### src/rtl/ppx_pkg.sv
// Package: ppx_pkg
// Shared helpers for the prefix adder: tree depth and width legality.
// Assumes widths are small positive integers known at elaboration.
package ppx_pkg;

    // Number of prefix levels needed to cover n slots (ceiling log2).
    function automatic int unsigned tree_levels(input int unsigned n);
        int unsigned lv;
        lv = 0;
        while ((32'd1 << lv) < n) lv++;
        return lv;
    endfunction

    // True when n is a power of two of at least 2.
    function automatic bit width_is_legal(input int unsigned n);
        return (n >= 2) && ((n & (n - 1)) == 0);
    endfunction

endpackage

### src/rtl/ppx_pg_bitwise.sv
// Module: ppx_pg_bitwise
// Forms the per-bit carry generate (both bits set) and propagate
// (bits differ) terms. Purely combinational; assumes N >= 1.
module ppx_pg_bitwise #(
    parameter int unsigned N = 16
) (
    input  logic [N-1:0] a,
    input  logic [N-1:0] b,
    output logic [N-1:0] gen_bit,
    output logic [N-1:0] prop_bit
);

    for (genvar i = 0; i < N; i++) begin : g_bit
        // Local generate/propagate for position i.
        assign gen_bit[i]  = a[i] & b[i];
        assign prop_bit[i] = a[i] ^ b[i];
    end

endmodule

### src/rtl/ppx_black_cell.sv
// Module: ppx_black_cell
// Full merge cell: combines an upper span with the adjacent lower span,
// producing both group generate and group propagate.
module ppx_black_cell (
    input  logic g_hi,
    input  logic p_hi,
    input  logic g_lo,
    input  logic p_lo,
    output logic g_out,
    output logic p_out
);

    // Group generate: upper generates, or upper passes a lower generate.
    assign g_out = g_hi | (p_hi & g_lo);
    // Group propagate: both spans must pass the carry through.
    assign p_out = p_hi & p_lo;

endmodule

### src/rtl/ppx_gray_cell.sv
// Module: ppx_gray_cell
// Generate-only merge cell, used where the lower span already reaches
// the carry-in slot so the group propagate is known to be zero.
module ppx_gray_cell (
    input  logic g_hi,
    input  logic p_hi,
    input  logic g_lo,
    output logic g_out
);

    // Group generate toward the carry-in slot.
    assign g_out = g_hi | (p_hi & g_lo);

endmodule

### src/rtl/ppx_prefix_tree.sv
// Module: ppx_prefix_tree
// Minimum-depth, fanout-2 prefix network over N slots. Slot 0 holds the
// carry-in (generate = cin, propagate = 0); slot j holds bit j-1.
// At level k slot i merges with slot i-2^k. Slots below 2^k pass through.
// Slots below 2^(k+1) use generate-only cells. Output slot i is the carry
// into bit i. Assumes N is a power of two.
module ppx_prefix_tree #(
    parameter int unsigned N = 16
) (
    input  logic [N-1:0] g_slot,
    input  logic [N-1:0] p_slot,
    output logic [N-1:0] carry_into
);

    localparam int unsigned LEVELS = ppx_pkg::tree_levels(N);

    logic [LEVELS:0][N-1:0] g_lv;
    logic [LEVELS:0][N-1:0] p_lv;
    logic                   unused_p_last;

    // Level 0 is the bitwise slot data.
    assign g_lv[0] = g_slot;
    assign p_lv[0] = p_slot;

    for (genvar lv = 0; lv < LEVELS; lv++) begin : g_level
        localparam int unsigned DIST = 1 << lv;
        for (genvar i = 0; i < N; i++) begin : g_slot_i
            if (i < DIST) begin : g_buf
                // Span already complete: carry forward unchanged.
                assign g_lv[lv+1][i] = g_lv[lv][i];
                assign p_lv[lv+1][i] = p_lv[lv][i];
            end else if (i < 2 * DIST) begin : g_gray
                // Lower span reaches slot 0: only generate is needed.
                ppx_gray_cell u_gray (
                    .g_hi  (g_lv[lv][i]),
                    .p_hi  (p_lv[lv][i]),
                    .g_lo  (g_lv[lv][i-DIST]),
                    .g_out (g_lv[lv+1][i])
                );
                assign p_lv[lv+1][i] = 1'b0;
            end else begin : g_black
                // Interior span: merge both terms.
                ppx_black_cell u_black (
                    .g_hi  (g_lv[lv][i]),
                    .p_hi  (p_lv[lv][i]),
                    .g_lo  (g_lv[lv][i-DIST]),
                    .p_lo  (p_lv[lv][i-DIST]),
                    .g_out (g_lv[lv+1][i]),
                    .p_out (p_lv[lv+1][i])
                );
            end
        end
    end

    // Final level: every slot spans to the carry-in.
    assign carry_into    = g_lv[LEVELS];
    assign unused_p_last = ^p_lv[LEVELS];

endmodule

### src/rtl/ppx_sum_stage.sv
// Module: ppx_sum_stage
// Produces sum bits from local propagate and the carry into each bit,
// and the carry-out from the top bit's terms and the carry into it.
module ppx_sum_stage #(
    parameter int unsigned N = 16
) (
    input  logic [N-1:0] prop_bit,
    input  logic         gen_top,
    input  logic [N-1:0] carry_into,
    output logic [N-1:0] sum,
    output logic         cout
);

    // Sum: local propagate flipped by the incoming carry.
    assign sum = prop_bit ^ carry_into;

    // Carry-out: one more generate-only merge past the tree.
    ppx_gray_cell u_cout (
        .g_hi  (gen_top),
        .p_hi  (prop_bit[N-1]),
        .g_lo  (carry_into[N-1]),
        .g_out (cout)
    );

endmodule

### src/rtl/ppx_adder.sv
// Module: ppx_adder
// N-bit parallel-prefix adder. Combinational: {cout, sum} = a + b + cin.
// Assumes N is a power of two of at least 2. The carry-in occupies the
// lowest prefix slot, so the tree needs only log2 N levels.
module ppx_adder #(
    parameter int unsigned N = 16
) (
    input  logic [N-1:0] a,
    input  logic [N-1:0] b,
    input  logic         cin,
    output logic [N-1:0] sum,
    output logic         cout
);

    logic [N-1:0] gen_bit;
    logic [N-1:0] prop_bit;
    logic [N-1:0] g_slot;
    logic [N-1:0] p_slot;
    logic [N-1:0] carry_into;

    ppx_pg_bitwise #(.N(N)) u_pg (
        .a        (a),
        .b        (b),
        .gen_bit  (gen_bit),
        .prop_bit (prop_bit)
    );

    // Slot map: carry-in at slot 0, bit j-1 at slot j.
    assign g_slot = {gen_bit[N-2:0], cin};
    assign p_slot = {prop_bit[N-2:0], 1'b0};

    ppx_prefix_tree #(.N(N)) u_tree (
        .g_slot     (g_slot),
        .p_slot     (p_slot),
        .carry_into (carry_into)
    );

    ppx_sum_stage #(.N(N)) u_sum (
        .prop_bit   (prop_bit),
        .gen_top    (gen_bit[N-1]),
        .carry_into (carry_into),
        .sum        (sum),
        .cout       (cout)
    );

endmodule

### config.mk
export PLATFORM = sky130hd
export DESIGN_NAME = ppx_adder
export DESIGN_NICKNAME = d
export VERILOG_FILES = /design/src/rtl/ppx_pkg.sv /design/src/rtl/ppx_pg_bitwise.sv /design/src/rtl/ppx_black_cell.sv /design/src/rtl/ppx_gray_cell.sv /design/src/rtl/ppx_prefix_tree.sv /design/src/rtl/ppx_sum_stage.sv /design/src/rtl/ppx_adder.sv
export SDC_FILE = /design/constraint.sdc
export NUM_CORES = 1
export LEC_CHECK = 0
export ABC_AREA = 1
export CAP_MARGIN = 20
export CORE_ASPECT_RATIO = 0.6
export CORE_UTILIZATION = 34
export DETAILED_ROUTE_END_ITERATION = 10
export PLACE_DENSITY = 0.81
export SYNTH_ARGS = -nofsm -noshare
export SYNTH_HDL_FRONTEND = slang
export SYNTH_SLANG_ARGS = --single-unit
### constraint.sdc
create_clock -name vclk -period 3.99
set_input_delay 0.798 -clock vclk [all_inputs]
set_output_delay 0.798 -clock vclk [all_outputs]
set_load 0.05 [all_outputs]
# Yosys cells after proc, flatten, opt, wreduce, memory -nomap -nowiden
# Index checks and enable logic that the tools add are counted.
op_classes:
  bitwise_logic: 167
ops:
  columns: ["operator", "count"]
  rows:
  - ["AND 1 bit", 100]
  - ["OR 1 bit", 50]
  - ["bitwise XOR 1 bit", 16]
  - ["bitwise XOR 16 bit", 1]
word_totals:
  regBits: 0
  in_bits: 33
  out_inout_bits: 17

# Logic depth before layout (Yosys ltp)
# Gate-level depths: netlist (run 1).
logic_depth:
  depth_word: 11
  mapped_depth: 10
  depth_no_buf: 10

# Cells and area by module
# A second synthesis (run 1) with hierarchy kept.
hier_totals:
  hier_cells: 331
  area_unflattened_um2: 1442.6
modules_own_cells:
  columns: ["module", "n_inst", "cells_per_inst", "area_each_um2"]
  rows:
  - ["ppx_black_cell", 34, 5, 18.8]
  - ["ppx_sum_stage", 1, 80, 300.3]
  - ["ppx_pg_bitwise", 1, 16, 200.2]
  - ["ppx_gray_cell", 16, 3, 11.3]
  - ["ppx_prefix_tree", 1, 16, 120.1]
  - ["ppx_adder", 1, 1, 3.8]

# Worst setup path before layout (run 1)
# Ideal clock, no wire load.
synth_path:
  kind: "in2out"
  start: "input port a[0]"
  end: "output port sum[15]"
  arrival_time_ps: 2468
  required_time_ps: 3192
  path_slack_ps: 724
  stages: 10
  path_buffers: 0
  path_cell_list: "inv_1 > fa_1 > inv_1 > nand3_1 > nand3_2 > nand2_1 > nand3_1 > a21oi_1 > fa_1 > inv_1"
synth_via:
  elab_chain_len: 10
  word_cells_on_any_way: 11
synth_lines:
  columns: ["item", "line_no", "source"]
  rows:
  - ["start, declared", "ppx_adder.sv:8", "input logic [N-1:0] a,"]
  - ["bitwise XOR 1 bit", "ppx_pg_bitwise.sv:16", "assign prop_bit[i] = a[i] ^ b[i];"]
  - ["AND 1 bit", "ppx_gray_cell.sv:12", "assign g_out = g_hi | (p_hi & g_lo);"]
  - ["OR 1 bit *", "ppx_gray_cell.sv:12", null]
  - ["AND 1 bit *", "ppx_gray_cell.sv:12", null]
  - ["OR 1 bit *", "ppx_gray_cell.sv:12", null]
  - ["AND 1 bit *", "ppx_gray_cell.sv:12", null]
  - ["OR 1 bit *", "ppx_gray_cell.sv:12", null]
  - ["AND 1 bit *", "ppx_gray_cell.sv:12", null]
  - ["OR 1 bit *", "ppx_gray_cell.sv:12", null]
  - ["bitwise XOR 16 bit *", "ppx_sum_stage.sv:15", "assign sum = prop_bit ^ carry_into;"]
  - ["end, declared", "ppx_adder.sv:11", "output logic [N-1:0] sum,"]
# Mark *: on every way between the ends. The rest lies on a longest branch, timed or not.

# Worst setup path after layout (run 1)
# Same ends and word-level chain as after synthesis.

==> results.yml, run 1 <==
detailed_routing:
  firstDrtPassIters: 4
  routed_wl_mm: 2.68
  drc_errors: 0
  postRouteAntennaNets: 0
  wire_per_inst_um: 9.31
  drtIter0Drc: 59
  vias: 1266
  vias_per_cell: 4.40
floorplanning:
  fp.dieArea_um2: 3290
  start_util_pct: 36.0
  die_w_um: 73.4
  rows: 15
  coreArea_um2: 2890
  die_h_um: 44.8
  num_io_pins: 50
grt:
  grt-busiest-layer: "met1"
  track_usage_pct: 16.8
  grt_pass1_vias: 1020
  grtUsageMet2_pct: 25.6
  grt_max_degree: 7
  grt_pass1_wl_mm: 4.40
  grt_overflow: 0
  grt_antenna_before_repair: 0
  grt_use_met3_pct: 0.893
  met1_usage_pct: 27.5
power:
  powerDensity_nw_per_um2: 243
  p_clk_share_pct: 0
  vdd_drop_max_uv: 144
  p_int_mw: 0.155
  seqPwrFrac_pct: 0
  sw_frac_of_total_pct: 60.9
  p_sw_mw: 0.242
  combPwrFrac_pct: 100.0
  leakagePower_nw: 0.952
worst_setup_path:
  critPathRequiredTime_ns: 3.19
  cp.arrival_ns: 3.01
  critPathMaxFanout: 3
  crit_type: "primary input to output port"
  critPathLaunch: "a[0]"
  start_kind: "primary input"
  endpoint_kind: "output port"
clocking:
  post_cts_buffers: 0
  ctsHoldBuffers: 0
  cts-resized-gates: 0
worst_hold_path:
  min_from: "b[15]"
  hp-class: "primary input to output port"
finish:
  fill_cells: 306
  final_cell_mix: "nand2_1, inv_1, clkdlybuf4s50_1"
  drive_above_1_share_pct: 14.6
  n_antenna_cell: 0
  final_common_cell: "nand2_1"
  layout.clock_buffers: 0
  final_util_pct: 56.5
  ff_latch_area_um2: 0
  n_sequential_cell: 0
  area_growth_syn_to_layout_pct: 57.0
  nNetsFinal: 298
sta:
  timing.fmax_mhz: 262
  rsz0062_at_grt: "no"
  max_slew_margin_pct: 66.9
  fin_crit_ns: 3.81
  finalCritPeriodShare_pct: 95.5
  setup_tns_ns: 0
  max_slew.worst_pin.slew_ns: 0.494
  setup_viol_count_final: 0
  hold_violations: 0
  slew_violations: 0
synth:
  yosysWarningCount: 0
  syn_nets: 246
  ys_types: 20
  synth_top_area_cell: "nand2_1"
  yosysTopAreaCellShare_pct: 27.4
  synth_cells: 196
  synth_seq_area_share_pct: 0
  syn-cell-area_um2: 1040
  syn-mean-instance-area_um2: 5.30
  synth.area.top_cells: "nand2_1, ha_1, inv_1"
flow_run:
  maxCapViolations: 0
placed_design:
  place_congestion: 0.851
  hpwl_mm: 2.46
  buffer_ports.inserted: 50
run_status:
  status: "finished clean"
==> per-layer routing <==
layer,up-vias,share of wire [%],routed length [um]
met5,-,0,0
met2,35,41,1100
li1,696,-,-
met1,535,52,1400
met3,0,6.6,177
met4,0,0,0
==> path summary, 6_finish.rpt <==
path                   to  cells after the start  slack (ns)
setup / recovery  sum[15]                     12        0.18
hold / removal    sum[15]                      5        2.42
==> critical path: stages <==
cell	delay, ns
clkdlybuf4s50_1	0.48
inv_1	0.07
fa_1	0.46
inv_1	0.09
nand3_1	0.08
nand3_2	0.10
nand2_1	0.06
nand3_1	0.10
a21oi_1	0.09
fa_1	0.48
inv_1	0.06
buf_12	0.14
==> power by group through the flow <==
stage | Clock [mW] | Sequential [mW] | Combinational [mW]
after floorplan | 0 | 0 | 0.249
after global placement | 0 | 0 | 0.395
after detailed placement | 0 | 0 | 0.398
after CTS | 0 | 0 | 0.399
after global routing | 0 | 0 | 0.426
final | 0 | 0 | 0.398
==> cell families (layout without fill, tap and decap cells) <==
group           count (synthesis)  count (layout)  share of synthesized area, %
compound gates                 11              11                          6.86
xor+xnor                        7               7                          5.90
fa+ha+maj                      17              17                          21.9
buf+inv                        49              99                          17.7
simple gates                  112             112                          47.7
==> cell usage after synthesis <==
| library cell | instances |
|---|---|
| a21oi_1 | 6 |
| a21oi_2 | 3 |
| clkinv_1 | 1 |
| fa_1 | 2 |
| ha_1 | 15 |
| inv_1 | 43 |
| inv_2 | 5 |
| nand2_1 | 76 |
| nand2_2 | 8 |
| nand3_1 | 12 |
| nand3_2 | 2 |
| nand4_1 | 2 |
| nor2_1 | 7 |
| nor2_2 | 1 |
| nor3_1 | 1 |
| nor3_2 | 3 |
| o21a_1 | 1 |
| o21bai_1 | 1 |
| xnor2_1 | 1 |
| xor2_1 | 6 |
==> through the flow <==
| step | worst slack [ns] | hold WS, ns | std cells | cell area, um^2 | power (mW) |
|---|---|---|---|---|---|
| after global routing | 0.0137 | 2.50 | 288 | 1630 | 0.426 |
| after floorplan | 0.724 | 1.97 | 196 | 1040 | 0.249 |
| after CTS | 0.178 | 2.42 | 288 | 1630 | 0.399 |
| final | 0.180 | 2.42 | 288 | 1630 | 0.398 |
| after detailed placement | 0.179 | 2.42 | 288 | 1630 | 0.398 |
| after global placement | 0.234 | 2.42 | 288 | 1630 | 0.395 |
==> cell type report <==
type | count | area, um^2 | share of cell area, %
multi-input combinational | 147 | 856 | 52.4
timing repair buffer | 50 | 541 | 33.1
inverter | 49 | 184 | 11.3
tap | 42 | 52.6 | 3.22
Power figures use the tool's default switching activity.
==> run 2, diff against run 1 <==
==> constraint.sdc (replaced) <==
create_clock -name vclk -period 4.1
set_input_delay 0.82 -clock vclk [all_inputs]
set_output_delay 0.82 -clock vclk [all_outputs]
set_load 0.05 [all_outputs]
==> results.yml, run 2 (synthesized netlist as in run 1, its figures left out) <==
finish:
  final_common_cell: "nand2_1"
  multiInputGateArea_um2: 856
  final_cell_mix: "nand2_1, inv_1, clkdlybuf4s50_1"
  nNetsFinal: 298
  drive_above_1_share_pct: 14.6
  finalNonFillerCells: 288
  fill_cells: 309
  ff_latch_area_um2: 0
  area_growth_syn_to_layout_pct: 53.4
  layout.clock_buffers: 0
  n_antenna_cell: 0
  n_sequential_cell: 0
sta:
  setup_tns_ns: 0
  max_slew_margin_pct: 67.0
  max_slew.worst_pin.slew_ns: 0.494
  finalCritPeriodShare_pct: 93.6
  setup_viol_count_final: 0
  slew_violations: 0
  hold_violations: 0
  fin_crit_ns: 3.84
  rsz0062_at_grt: "no"
  timing.fmax_mhz: 261
worst_setup_path:
  endpoint_kind: "output port"
  critPathRequiredTime_ns: 3.28
  start_kind: "primary input"
  cp.arrival_ns: 3.02
  crit_type: "primary input to output port"
  critPathMaxFanout: 3
grt:
  grt_antenna_before_repair: 0
  grt_pass1_vias: 990
  grt_overflow: 0
  track_usage_pct: 16.1
  grt_max_degree: 7
  grt_pass1_wl_mm: 4.22
placed_design:
  buffer_ports.inserted: 50
  hpwl_mm: 2.43
  place_congestion: 0.870
  placed_cells: 288
floorplanning:
  die_h_um: 44.8
  coreArea_um2: 2890
  rows: 15
  num_io_pins: 50
  die_w_um: 73.4
  start_util_pct: 36.0
  fp.dieArea_um2: 3290
power:
  power_mw: 0.371
  powerDensity_nw_per_um2: 233
  leakagePower_nw: 0.939
  vdd_drop_max_uv: 111
worst_hold_path:
  hp-class: "primary input to output port"
detailed_routing:
  wire_per_inst_um: 9.05
  vias: 1247
  firstDrtPassIters: 4
  vias_per_cell: 4.33
  postRouteAntennaNets: 0
  drtIter0Drc: 73
  routed_wl_mm: 2.61
  drc_errors: 0
flow_run:
  maxCapViolations: 0
clocking:
  cts-resized-gates: 0
  ctsHoldBuffers: 0
  post_cts_buffers: 0
run_status:
  status: "finished clean"
==> run 2: changes by cell type in the layout (fill, tap and decap cells not counted) <==
| cell | previous run | this run |
|---|---|---|
| buf_12 | 6 | 3 |
| buf_4 | 8 | 11 |
==> run 2: critical path, stage by stage <==
cell and delay (ns):
clkdlybuf4s50_1 0.48, inv_1 0.06, fa_1 0.46, inv_1 0.09, nand3_1 0.08, nand3_2 0.09, nand2_1 0.05, nand3_1 0.09
a21oi_1 0.09, fa_1 0.48, inv_1 0.06, buf_12 0.14
==> run 2: area by class of cell <==
class	count	area share (%)
Inverter	49	11.5
Timing Repair Buffer	50	31.5
Multi-Input combinational cell	147	53.6
Tap cell	42	3.29
==> run 2: path summary, 6_finish.rpt <==
path,to,from,cells past startpoint,slack [ns]
hold / removal,sum[15],b[15],5,2.47
setup / recovery,sum[15],a[0],12,0.26
==> run 2: stage by stage <==
stage	util, %	setup slack (ns)	hold WS, ns	instance area, um^2
6_report	55.2	0.264	2.47	1600
5_1_grt	55.2	0.139	2.53	1600
4_1_cts	55.2	0.241	2.49	1600
3_5_place_dp	55.2	0.242	2.48	1600
3_3_place_gp	55.2	0.301	2.46	1600
2_1_floorplan	-	0.790	2.02	1040
==> run 2: power by group <==
group / leakage, nW / internal, mW / switching (mW)
registers: 0 / 0 / 0
logic: 0.939 / 0.139 / 0.233
clock network: 0 / 0 / 0
total: 0.939 / 0.139 / 0.233
==> run 2: per-layer routing <==
metal	GRT usage (%)	routed length, um	part of all wire (%)	vias to the layer above
li1	-	-	-	695
met1	26.6	1460	56	526
met2	24.4	1030	39	26
met3	0.223	117	4.5	0
met4	0	0	0	0
met5	0	0	0	-
